===== src/rtl/xfer_count_pkg.sv =====
package xfer_count_pkg;
  typedef enum logic [1:0] {
    DIR_NONE = 2'd0,
    DIR_IN   = 2'd1,
    DIR_OUT  = 2'd2
  } dma_dir_e;
endpackage


===== src/rtl/xfer_prog_reg.sv =====
module xfer_prog_reg #(
  parameter int CNT_W = 16
) (
  input  logic               clk,
  input  logic               rst_n,
  input  logic [CNT_W/8-1:0] wr_en,
  input  logic [7:0]         wr_data,
  output logic [CNT_W-1:0]   prog_cnt
);
  localparam int LANES = CNT_W / 8;

  for (genvar i = 0; i < LANES; i++) begin : g_lane
    logic [7:0] lane_q, lane_d;
    always_comb begin
      lane_d = lane_q;
      if (wr_en[i]) lane_d = wr_data;
    end
    always_ff @(posedge clk or negedge rst_n) begin
      if (!rst_n) lane_q <= '0;
      else        lane_q <= lane_d;
    end
    assign prog_cnt[8*i +: 8] = lane_q;
  end
endmodule


===== src/rtl/xfer_live_ctr.sv =====
module xfer_live_ctr #(
  parameter int CNT_W = 16
) (
  input  logic             clk,
  input  logic             rst_n,
  input  logic             load_en,
  input  logic [CNT_W-1:0] prog_cnt,
  input  logic             dec_en,
  output logic [CNT_W:0]   live_q,
  output logic             live_zero,
  output logic             tc_q
);
  localparam int FULL_W = CNT_W + 1;
  localparam logic [FULL_W-1:0] MAX_CNT = {1'b1, {CNT_W{1'b0}}};

  logic [FULL_W-1:0] live_d;
  logic              tc_d;

  assign live_zero = (live_q == '0);

  always_comb begin
    live_d = live_q;
    tc_d   = tc_q;
    if (load_en) begin
      live_d = (prog_cnt == '0) ? MAX_CNT : {1'b0, prog_cnt};
      tc_d   = 1'b0;
    end else if (dec_en && !live_zero) begin
      live_d = live_q - 1'b1;
      if (live_d == '0) tc_d = 1'b1;
    end
  end

  always_ff @(posedge clk or negedge rst_n) begin
    if (!rst_n) begin
      live_q <= '0;
      tc_q   <= 1'b0;
    end else begin
      live_q <= live_d;
      tc_q   <= tc_d;
    end
  end
endmodule


===== src/rtl/xfer_seq.sv =====
module xfer_seq
  import xfer_count_pkg::*;
#(
  parameter int FIFO_W = 5
) (
  input  logic              clk,
  input  logic              rst_n,
  input  logic              cmd_start,
  input  logic              cmd_dma,
  input  logic              cmd_dir_in,
  input  logic              phase_in,
  input  logic              byte_moved,
  input  logic [FIFO_W-1:0] fifo_cnt,
  input  logic              live_zero,
  output logic              load_en,
  output logic              dec_en,
  output logic              busy_q,
  output dma_dir_e          dir_q,
  output logic              drq_q,
  output logic              done_q
);
  localparam logic [FIFO_W-1:0] ONE_BYTE = FIFO_W'(1);

  logic     phase_q, phase_d;
  logic     busy_d, drq_d, done_d;
  dma_dir_e dir_d;
  logic     fifo_empty, end_cond, accept, complete;

  assign fifo_empty = (fifo_cnt == '0);

  always_comb begin
    unique case (dir_q)
      DIR_IN:  end_cond = live_zero;
      DIR_OUT: end_cond = live_zero && fifo_empty;
      default: end_cond = phase_q ? (fifo_cnt == ONE_BYTE) : fifo_empty;
    endcase
  end

  assign accept   = cmd_start && !busy_q;
  assign complete = busy_q && end_cond;
  assign load_en  = accept && cmd_dma;
  assign dec_en   = busy_q && (dir_q != DIR_NONE) && byte_moved && !complete;

  always_comb begin
    busy_d  = busy_q;
    dir_d   = dir_q;
    drq_d   = drq_q;
    phase_d = phase_q;
    done_d  = 1'b0;
    if (complete) begin
      busy_d = 1'b0;
      dir_d  = DIR_NONE;
      drq_d  = 1'b0;
      done_d = 1'b1;
    end else if (accept) begin
      busy_d  = 1'b1;
      phase_d = phase_in;
      drq_d   = cmd_dma;
      dir_d   = !cmd_dma ? DIR_NONE : (cmd_dir_in ? DIR_IN : DIR_OUT);
    end
  end

  always_ff @(posedge clk or negedge rst_n) begin
    if (!rst_n) begin
      busy_q  <= 1'b0;
      dir_q   <= DIR_NONE;
      drq_q   <= 1'b0;
      phase_q <= 1'b0;
      done_q  <= 1'b0;
    end else begin
      busy_q  <= busy_d;
      dir_q   <= dir_d;
      drq_q   <= drq_d;
      phase_q <= phase_d;
      done_q  <= done_d;
    end
  end
endmodule


===== src/rtl/xfer_count_ctl.sv =====
module xfer_count_ctl
  import xfer_count_pkg::*;
#(
  parameter int CNT_W      = 16,
  parameter int FIFO_DEPTH = 16,
  parameter int FIFO_W     = $clog2(FIFO_DEPTH + 1)
) (
  input  logic               clk,
  input  logic               rst_n,
  input  logic [CNT_W/8-1:0] cnt_wr_en,
  input  logic [7:0]         cnt_wr_data,
  input  logic               cmd_start,
  input  logic               cmd_dma,
  input  logic               cmd_dir_in,
  input  logic               phase_in,
  input  logic               byte_moved,
  input  logic [FIFO_W-1:0]  fifo_cnt,
  output logic [CNT_W-1:0]   live_count,
  output logic               tc_zero,
  output logic               drq,
  output logic [1:0]         dma_dir,
  output logic               busy,
  output logic               xfer_done
);
  logic [CNT_W-1:0] prog_cnt;
  logic [CNT_W:0]   live_full;
  logic             live_zero, load_en, dec_en;
  dma_dir_e         dir_q;

  xfer_prog_reg #(.CNT_W(CNT_W)) u_prog (
    .clk(clk), .rst_n(rst_n), .wr_en(cnt_wr_en), .wr_data(cnt_wr_data),
    .prog_cnt(prog_cnt)
  );

  xfer_live_ctr #(.CNT_W(CNT_W)) u_live (
    .clk(clk), .rst_n(rst_n), .load_en(load_en), .prog_cnt(prog_cnt),
    .dec_en(dec_en), .live_q(live_full), .live_zero(live_zero), .tc_q(tc_zero)
  );

  xfer_seq #(.FIFO_W(FIFO_W)) u_seq (
    .clk(clk), .rst_n(rst_n), .cmd_start(cmd_start), .cmd_dma(cmd_dma),
    .cmd_dir_in(cmd_dir_in), .phase_in(phase_in), .byte_moved(byte_moved),
    .fifo_cnt(fifo_cnt), .live_zero(live_zero), .load_en(load_en),
    .dec_en(dec_en), .busy_q(busy), .dir_q(dir_q), .drq_q(drq),
    .done_q(xfer_done)
  );

  assign live_count = live_full[CNT_W-1:0];
  assign dma_dir    = dir_q;
endmodule


===== config.mk =====
export PLATFORM = sky130hd
export DESIGN_NAME = xfer_count_ctl
export DESIGN_NICKNAME = d
export VERILOG_FILES = /design/src/rtl/xfer_count_pkg.sv /design/src/rtl/xfer_prog_reg.sv /design/src/rtl/xfer_live_ctr.sv /design/src/rtl/xfer_seq.sv /design/src/rtl/xfer_count_ctl.sv
export SDC_FILE = /design/constraint.sdc
export NUM_CORES = 1
export LEC_CHECK = 0
export BUFFER_PORTS_ARGS = -buffer_cell sky130_fd_sc_hd__buf_2
export CORE_MARGIN = 5
export CORE_UTILIZATION = 28
export CTS_BUF_LIST = sky130_fd_sc_hd__clkbuf_4 sky130_fd_sc_hd__clkbuf_8 sky130_fd_sc_hd__clkbuf_16
export DETAILED_ROUTE_END_ITERATION = 6
export GPL_TIMING_DRIVEN = 1
export PLACE_DENSITY = 0.52
export SLEW_MARGIN = 10
export SYNTH_ARGS = -nofsm -noshare
export SYNTH_HDL_FRONTEND = slang
export SYNTH_SLANG_ARGS = --single-unit

===== constraint.sdc =====
create_clock -name clk -period 2 [get_ports clk]
set_input_delay 0.2 -clock clk [delete_from_list [all_inputs] [get_ports clk]]
set_output_delay 0.2 -clock clk [all_outputs]
set_load 0.005 [all_outputs]

==> results of run 1 <==
## critical path, stage by stage, from the launching register on
cell	delay [ps]
dfrtp_1	410
buf_6	130
or4_4	530
or4_4	450
o41ai_4	230
o2bb2a_4	190
## registers in the layout, indices dropped and copies added (netlist names)
name                  count
u_live.tc_q               1
u_seq.busy_q              1
u_seq.dir_q               2
u_seq.phase_q             1
u_prog.g_lane.lane_q     16
u_seq.drq_q               1
u_live.live_q            17
u_seq.done_q              1
## through the flow
stage | utilization [%] | instances | worst slack [ps] | setup TNS, ps | instance area [µm²]
2_1_floorplan | - | 246 | -71.3 | -77.3 | 2460
3_3_place_gp | 35.1 | 421 | -102 | -508 | 3040
3_5_place_dp | 35.1 | 421 | -150 | -797 | 3040
4_1_cts | 38.0 | 431 | -47.7 | -72.6 | 3280
5_1_grt | 40.4 | 436 | -91.5 | -478 | 3480
6_report | 40.4 | 436 | -39.7 | -68.3 | 3480
## cell type report
type,count,area (µm²)
timing repair buffer,103,699
tap,108,135
sequential,40,1000
inverter,9,33.8
clock inverter,2,60.1
fill,850,5150
multi-input combinational,169,1490
clock buffer,5,68.8
## layer usage
metal / up-vias / routed length [µm] / share of wire, %
met5: - / 0 / 0
met4: 0 / 52 / 0.73
met3: 4 / 426 / 6.0
met2: 56 / 3350 / 47
met1: 1030 / 3290 / 46
li1: 1056 / - / -
## layout by cell type, fill, tap and decap left out, drive strengths merged, types with 2 or more instances in the layout
| master | instances |
|---|---|
| xor2 | 3 |
| o21ai | 11 |
| nor2b | 2 |
| buf | 102 |
| nor3b | 2 |
| a2bb2oi | 2 |
| nor4b | 6 |
| ha | 6 |
| nand2 | 13 |
| o31ai | 2 |
| or3 | 2 |
| mux2 | 17 |
| nand3 | 5 |
| clkbuf | 5 |
| a31oi | 5 |
| a21oi | 8 |
| nor2 | 12 |
| and3 | 3 |
| bufinv | 2 |
| nor4 | 12 |
| a21boi | 3 |
| o21a | 2 |
| a21o | 2 |
| a211oi | 2 |
| a31o | 4 |
| and2 | 2 |
| nor3 | 7 |
| dfrtp | 40 |
| inv | 9 |
| or4 | 6 |
| nand4 | 2 |
| xnor2 | 9 |
| o2bb2ai | 2 |
| nand2b | 2 |
## where the power goes
part           internal (mW)  switching (mW)  leakage (nW)
combinational           1.27            1.21         0.941
sequential              1.04           0.193         0.488
clock                  0.491           0.281        0.0642
total                   2.80            1.68          1.49
## path summary, 6_finish.rpt
| path | to | depth (start not counted) | slack, ps | start |
|---|---|---|---|---|
| max | u_live.live_q[7] | 5 | -40 | u_live.live_q[0] |
| min | u_seq.dir_q[1] | 2 | 90 | cmd_dir_in |
| max reg2reg | u_live.live_q[7] | 5 | -40 | u_live.live_q[0] |
| min reg2reg | u_live.tc_q | 2 | 490 | u_live.tc_q |
| max in group asynchronous | u_seq.busy_q | 3 | 1140 | rst_n |
| min in group asynchronous | u_prog.g_lane[1].lane_q[0] | 3 | 500 | rst_n |
## repair_timing
action,4_1_cts,5_1_grt
buffers inserted,2,5
pin swaps,2,12
cloned,0,0
gates resized for setup,19,28
endpoints found under the hold margin,40,0
endpoints found under the setup margin,14,20
hold buffers,1,0
## logic make-up (layout without fill, tap and decap cells)
kind of cell,Yosys count,in the layout,share of synthesized area [%]
XOR/XNOR,12,12,4.27
adder cells (fa/ha/maj),6,6,3.05
multiplexers,18,18,8.18
buffers and inverters,37,119,8.73
AND/OR/NAND/NOR,81,81,20.0
flip-flops,40,40,40.6
AO/OA/AOI/OAI,52,52,15.1
==> metrics.md, run 1 <==
| Metric | Value |
|---|---|
| Status | `finished with violations` |
| Violated checks | `negative setup slack` |
| Setup crit end kind | `flop` |
| Count leader, synth | `dfrtp_1` |
| Crit Path Class | `reg -> reg` |
| Mapped Area | `0.00246 mm²` |
| Core Area | `0.00864 mm²` |
| Hold_ws | `92.9 ps` |
| Synth top area share | `40.6%` |
| Primary FF master, synth | `dfrtp_1` |
| Most common library cells after synthesis | `40 x dfrtp_1, 17 x buf_4, 17 x mux2_2` |
| Clock transition at path regs | `80 ps` |
| Worst hold path class | `in -> reg` |
| Nets | `356` |
| Pleak | `1.49 nW` |
| Top-Level Pins | `44` |
| DRC viols | `0` |
| Pwr Density | `1290 mW/mm²` |
| Final Hold Viols | `0` |
| Initial Util | `28.5%` |
| Mapped Cells | `246` |
| Initial DRC Count | `111` |
| Post-DP HPWL | `5.39 mm` |
| Pre-Repair DR Iteration Count | `4` |
| Post-route ant nets | `0` |
| IO Port Bufs | `43` |
| Grt met3 use | `3.23%` |
| Element type at the critical path start | `flop` |
| Clk_skew | `1.21 ps` |
| GRT met2 Usage | `19.9%` |
| Min cycle time layout | `2040 ps` |
| Ant diodes | `0` |
| Area growth syn-to-layout | `41.4%` |
| Share of cells above drive strength 1 | `51.8%` |
| Root Buffer | `clkbuf_8` |
| Die Wd | `104 µm` |
| Fmax | `490 MHz` |
| Final WL | `7.12 mm` |
| Global route overflow | `0` |
| Worst EP required | `2190 ps` |
| CTS tree | `built` |
| Worst vdd ir | `0.349 mV` |
| Die ar. | `0.0108 mm²` |
| Clk sinks | `40` |
| Crit Path Max Fanout | `4` |
| Final setup violation count | `3` |
| Yosys cell types | `62` |
| Wire per inst | `16.3 µm` |
| Most Crowded Layer GR | `met2` |
| Rows | `34` |
| H-tree depth | `2` |
| Final WS setup | `-39.7 ps` |
| Count of final max-slew check failures | `0` |
| Max Cap Viol | `0` |
| Clk buf depth | `2` |
| Initial antenna violation count | `0` |
| Largest net degree at the start of global routing | `41` |
| Synth area leaders | `dfrtp_1 41%, mux2_2 7.8%, buf_4 5.2%` |
| Ys async rst share | `100%` |
| EDFF count, synth | `0` |
| Register area share after synthesis | `40.6%` |
| Leading area contributor after synthesis | `dfrtp_1` |
| All-layer global routing usage | `12.8%` |
| Grt met1 use | `17.7%` |
| Worst slew pin tran | `521 ps` |
| Worst skew pair latency | `290 ps` |
| Max transition margin | `65.3%` |
| RSZ-0062 raised after global routing | `yes` |
| First-pass GRT wire length | `11.3 mm` |
| Syn nets | `274` |
| Routed vias/inst | `4.92` |
| Via count | `2146` |
| Final total power | `4.49 mW` |
| Cts bufs inserted | `5` |
| RD Place Congestion | `0.852` |
| Synth Warn # | `0` |
| Synthesized area per cell | `10.0 µm²` |
| Arr. time, crit path | `2230 ps` |
| Period utilization | `102%` |
| Die Height | `104 µm` |
| Yosys reg bits | `40` |
| Number of global-route vias before repair | `2168` |
Note: power is estimated with default switching activity, not from simulation.
==> run 2: changes to the inputs <==
--- a/config.mk
+++ b/config.mk
@@ -6,12 +6,12 @@
 export NUM_CORES = 1
 export LEC_CHECK = 0
 export BUFFER_PORTS_ARGS = -buffer_cell sky130_fd_sc_hd__buf_2
-export CORE_MARGIN = 5
-export CORE_UTILIZATION = 28
+export CORE_MARGIN = 4
+export CORE_UTILIZATION = 50
 export CTS_BUF_LIST = sky130_fd_sc_hd__clkbuf_4 sky130_fd_sc_hd__clkbuf_8 sky130_fd_sc_hd__clkbuf_16
 export DETAILED_ROUTE_END_ITERATION = 6
 export GPL_TIMING_DRIVEN = 1
-export PLACE_DENSITY = 0.52
+export PLACE_DENSITY = 0.81
 export SLEW_MARGIN = 10
 export SYNTH_ARGS = -nofsm -noshare
 export SYNTH_HDL_FRONTEND = slang
==> metrics.md, run 2 (synthesized netlist as in run 1, its figures left out) <==
| Metric | Value |
|---|---|
| Status | `finished with violations` |
| Violated checks | `negative setup slack` |
| Global route overflow | `0 (unchanged)` |
| Max transition margin | `68.3% (+3.0 points)` |
| Ant diodes | `0 (unchanged)` |
| Clock transition at path regs | `80 ps (about the same)` |
| Pre-CTS WS | `-120 ps (+30.2 ps)` |
| Final WS setup | `-142 ps (-103 ps)` |
| Crit Path Max Fanout | `6 (+2)` |
| Non-filler cells in the finished layout | `385 (-12%)` |
| Final setup violation count | `4 (+1)` |
| CP peak stage delay | `590 ps (+60 ps)` |
| Final Cell Area | `0.00320 mm² (-8.3%)` |
| Nets | `346 (-2.8%)` |
| Pre-Repair DR Iteration Count | `4 (unchanged)` |
| H-tree depth | `2 (unchanged)` |
| Max Cap Viol | `0 (unchanged)` |
| Initial antenna violation count | `0 (unchanged)` |
| Critical-path top delay cell | `or4_4` |
| Wire per inst | `17.5 µm (+7.4%)` |
| Count of final max-slew check failures | `0 (unchanged)` |
| Most common cell after layout, fill and taps aside | `buf_4` |
| Crit Path Class | `reg -> reg` |
| Top flop regs | `u_live.live_q (17), u_prog.g_lane.lane_q (16), u_seq.dir_q (2)` |
| Worst hold path class | `in -> reg` |
| Die Wd | `78.2 µm (-25%)` |
| Worst skew pair latency | `300 ps (about the same)` |
| First-pass GRT wire length | `10.6 mm (-6.1%)` |
| Hold_ws | `90.9 ps (-1.99 ps)` |
| Crit path cell chain | `or4_4 > or4_1 > o41ai_2 > o2bb2a_1` |
| Worst path bufs/invs | `0 (-1)` |
| Worst EP required | `2180 ps (about the same)` |
| IO Port Bufs | `43 (unchanged)` |
| DRC viols | `0 (unchanged)` |
| Post-Place Cells | `371 (-12%)` |
| Final total power | `3.98 mW (-11%)` |
| DP Area | `0.00292 mm² (-3.9%)` |
| Final WL | `6.75 mm (-5.1%)` |
| Setup crit end kind | `flop` |
| RSZ-0062 raised after global routing | `yes` |
| Clk sinks | `40 (unchanged)` |
| Largest net degree at the start of global routing | `27 (-34%)` |
| Die Height | `78.2 µm (-25%)` |
| Number of global-route vias before repair | `2163 (-0.23%)` |
| Core Area | `0.00475 mm² (-45%)` |
| Die ar. | `0.00611 mm² (-43%)` |
| Fmax | `467 MHz (-4.8%)` |
| Top-Level Pins | `44 (unchanged)` |
| Via count | `2202 (+2.6%)` |
| Worst vdd ir | `0.621 mV (+78%)` |
| RD Place Congestion | `0.941 (+10%)` |
| Period utilization | `107% (+5.1 points)` |
| Initial DRC Count | `196 (+77%)` |
| Most frequent cells in the layout | `45 x buf_4, 43 x buf_2, 40 x dfrtp_1, 17 x mux2_2, 13 x nand2_1` |
| Final Hold Viols | `0 (unchanged)` |
| Pleak | `1.40 nW (-6.0%)` |
| Post-route ant nets | `0 (unchanged)` |
| Area growth syn-to-layout | `29.8%` |
| Top delay family on crit path | `simple AND/OR/NAND/NOR gates` |
| All-layer global routing usage | `22.3% (+9.5 points)` |
| Routed vias/inst | `5.72 (+16%)` |
| Pwr Density | `1250 mW/mm² (-3.3%)` |
| Element type at the critical path start | `flop` |
| Clk buf depth | `2 (unchanged)` |
| Post-DP HPWL | `4.87 mm (-9.7%)` |
| Clk_skew | `9.27 ps (+8.06 ps)` |
| Initial Util | `51.8% (+23 points)` |
| Min cycle time layout | `2140 ps (+103 ps)` |
| Share of cells above drive strength 1 | `46.2% (-5.6 points)` |
| Biggest register | `u_live.live_q` |
| Root Buffer | `clkbuf_8` |
| Arr. time, crit path | `2330 ps (+100 ps)` |
| CTS tree | `built` |
| Cts bufs inserted | `5 (unchanged)` |
| Max reg flops | `17 (unchanged)` |
| Worst slew pin tran | `471 ps (-50.0 ps)` |
| Rows | `25 (-26%)` |
## run 2: metal layers
layer,up-vias,track usage [%],wire length (µm)
met3,6,5.28,422
met2,78,35.8,3340
met1,1083,30.0,2910
li1,1035,-,-
met5,-,0,0
met4,0,6.64,77
## run 2: what timing repair did
item | CTS | global route
endpoints found under the hold margin | 15 | 0
hold buffers | 1 | 0
cloned | 0 | 1
pin swaps | 2 | 9
setup endpoints to repair | 8 | 22
setup buffers | 3 | 2
gates resized for setup | 10 | 18
## run 2: power by group
part	switching [mW]	total, mW	internal, mW	leakage, nW
clock	0.280	0.531	0.251	0.0445
combinational	1.07	2.17	1.10	0.872
sequential	0.240	1.28	1.04	0.488
total	1.59	3.98	2.39	1.40
## run 2: worst paths after layout
kind | endpoint | startpoint | slack, ps | depth (start not counted)
worst min-delay path | u_seq.dir_q[1] | cmd_dir_in | 90 | 2
min in group asynchronous | u_live.live_q[16] | rst_n | 350 | 2
max in group asynchronous | u_prog.g_lane[1].lane_q[0] | rst_n | 1090 | 3
worst max-delay path | u_live.live_q[7] | u_live.live_q[1] | -140 | 4
worst min register to register | u_live.tc_q | u_live.tc_q | 490 | 2
worst max register to register | u_live.live_q[7] | u_live.live_q[1] | -140 | 4
## run 2: final cells by class
class | instances | area (µm²)
Clock inverter | 1 | 5.00
Sequential cell | 40 | 1000
Clock buffer | 6 | 76.3
Fill cell | 376 | 1560
Inverter | 9 | 33.8
Tap cell | 67 | 83.8
Timing Repair Buffer | 93 | 613
Multi-Input combinational cell | 169 | 1380
## run 2: metrics by stage
stage	TNS, ps	util [%]
6_report	-174	67.2
4_1_cts	-114	64.9
3_3_place_gp	-157	61.3
3_5_place_dp	-356	61.3
5_1_grt	-973	67.2
2_1_floorplan	-77.3	-
## run 2: worst register-to-register path: stages (launching register included)
cell and delay [ps]:
dfrtp_1 410, or4_4 590, or4_1 500, o41ai_2 280, o2bb2a_1 250
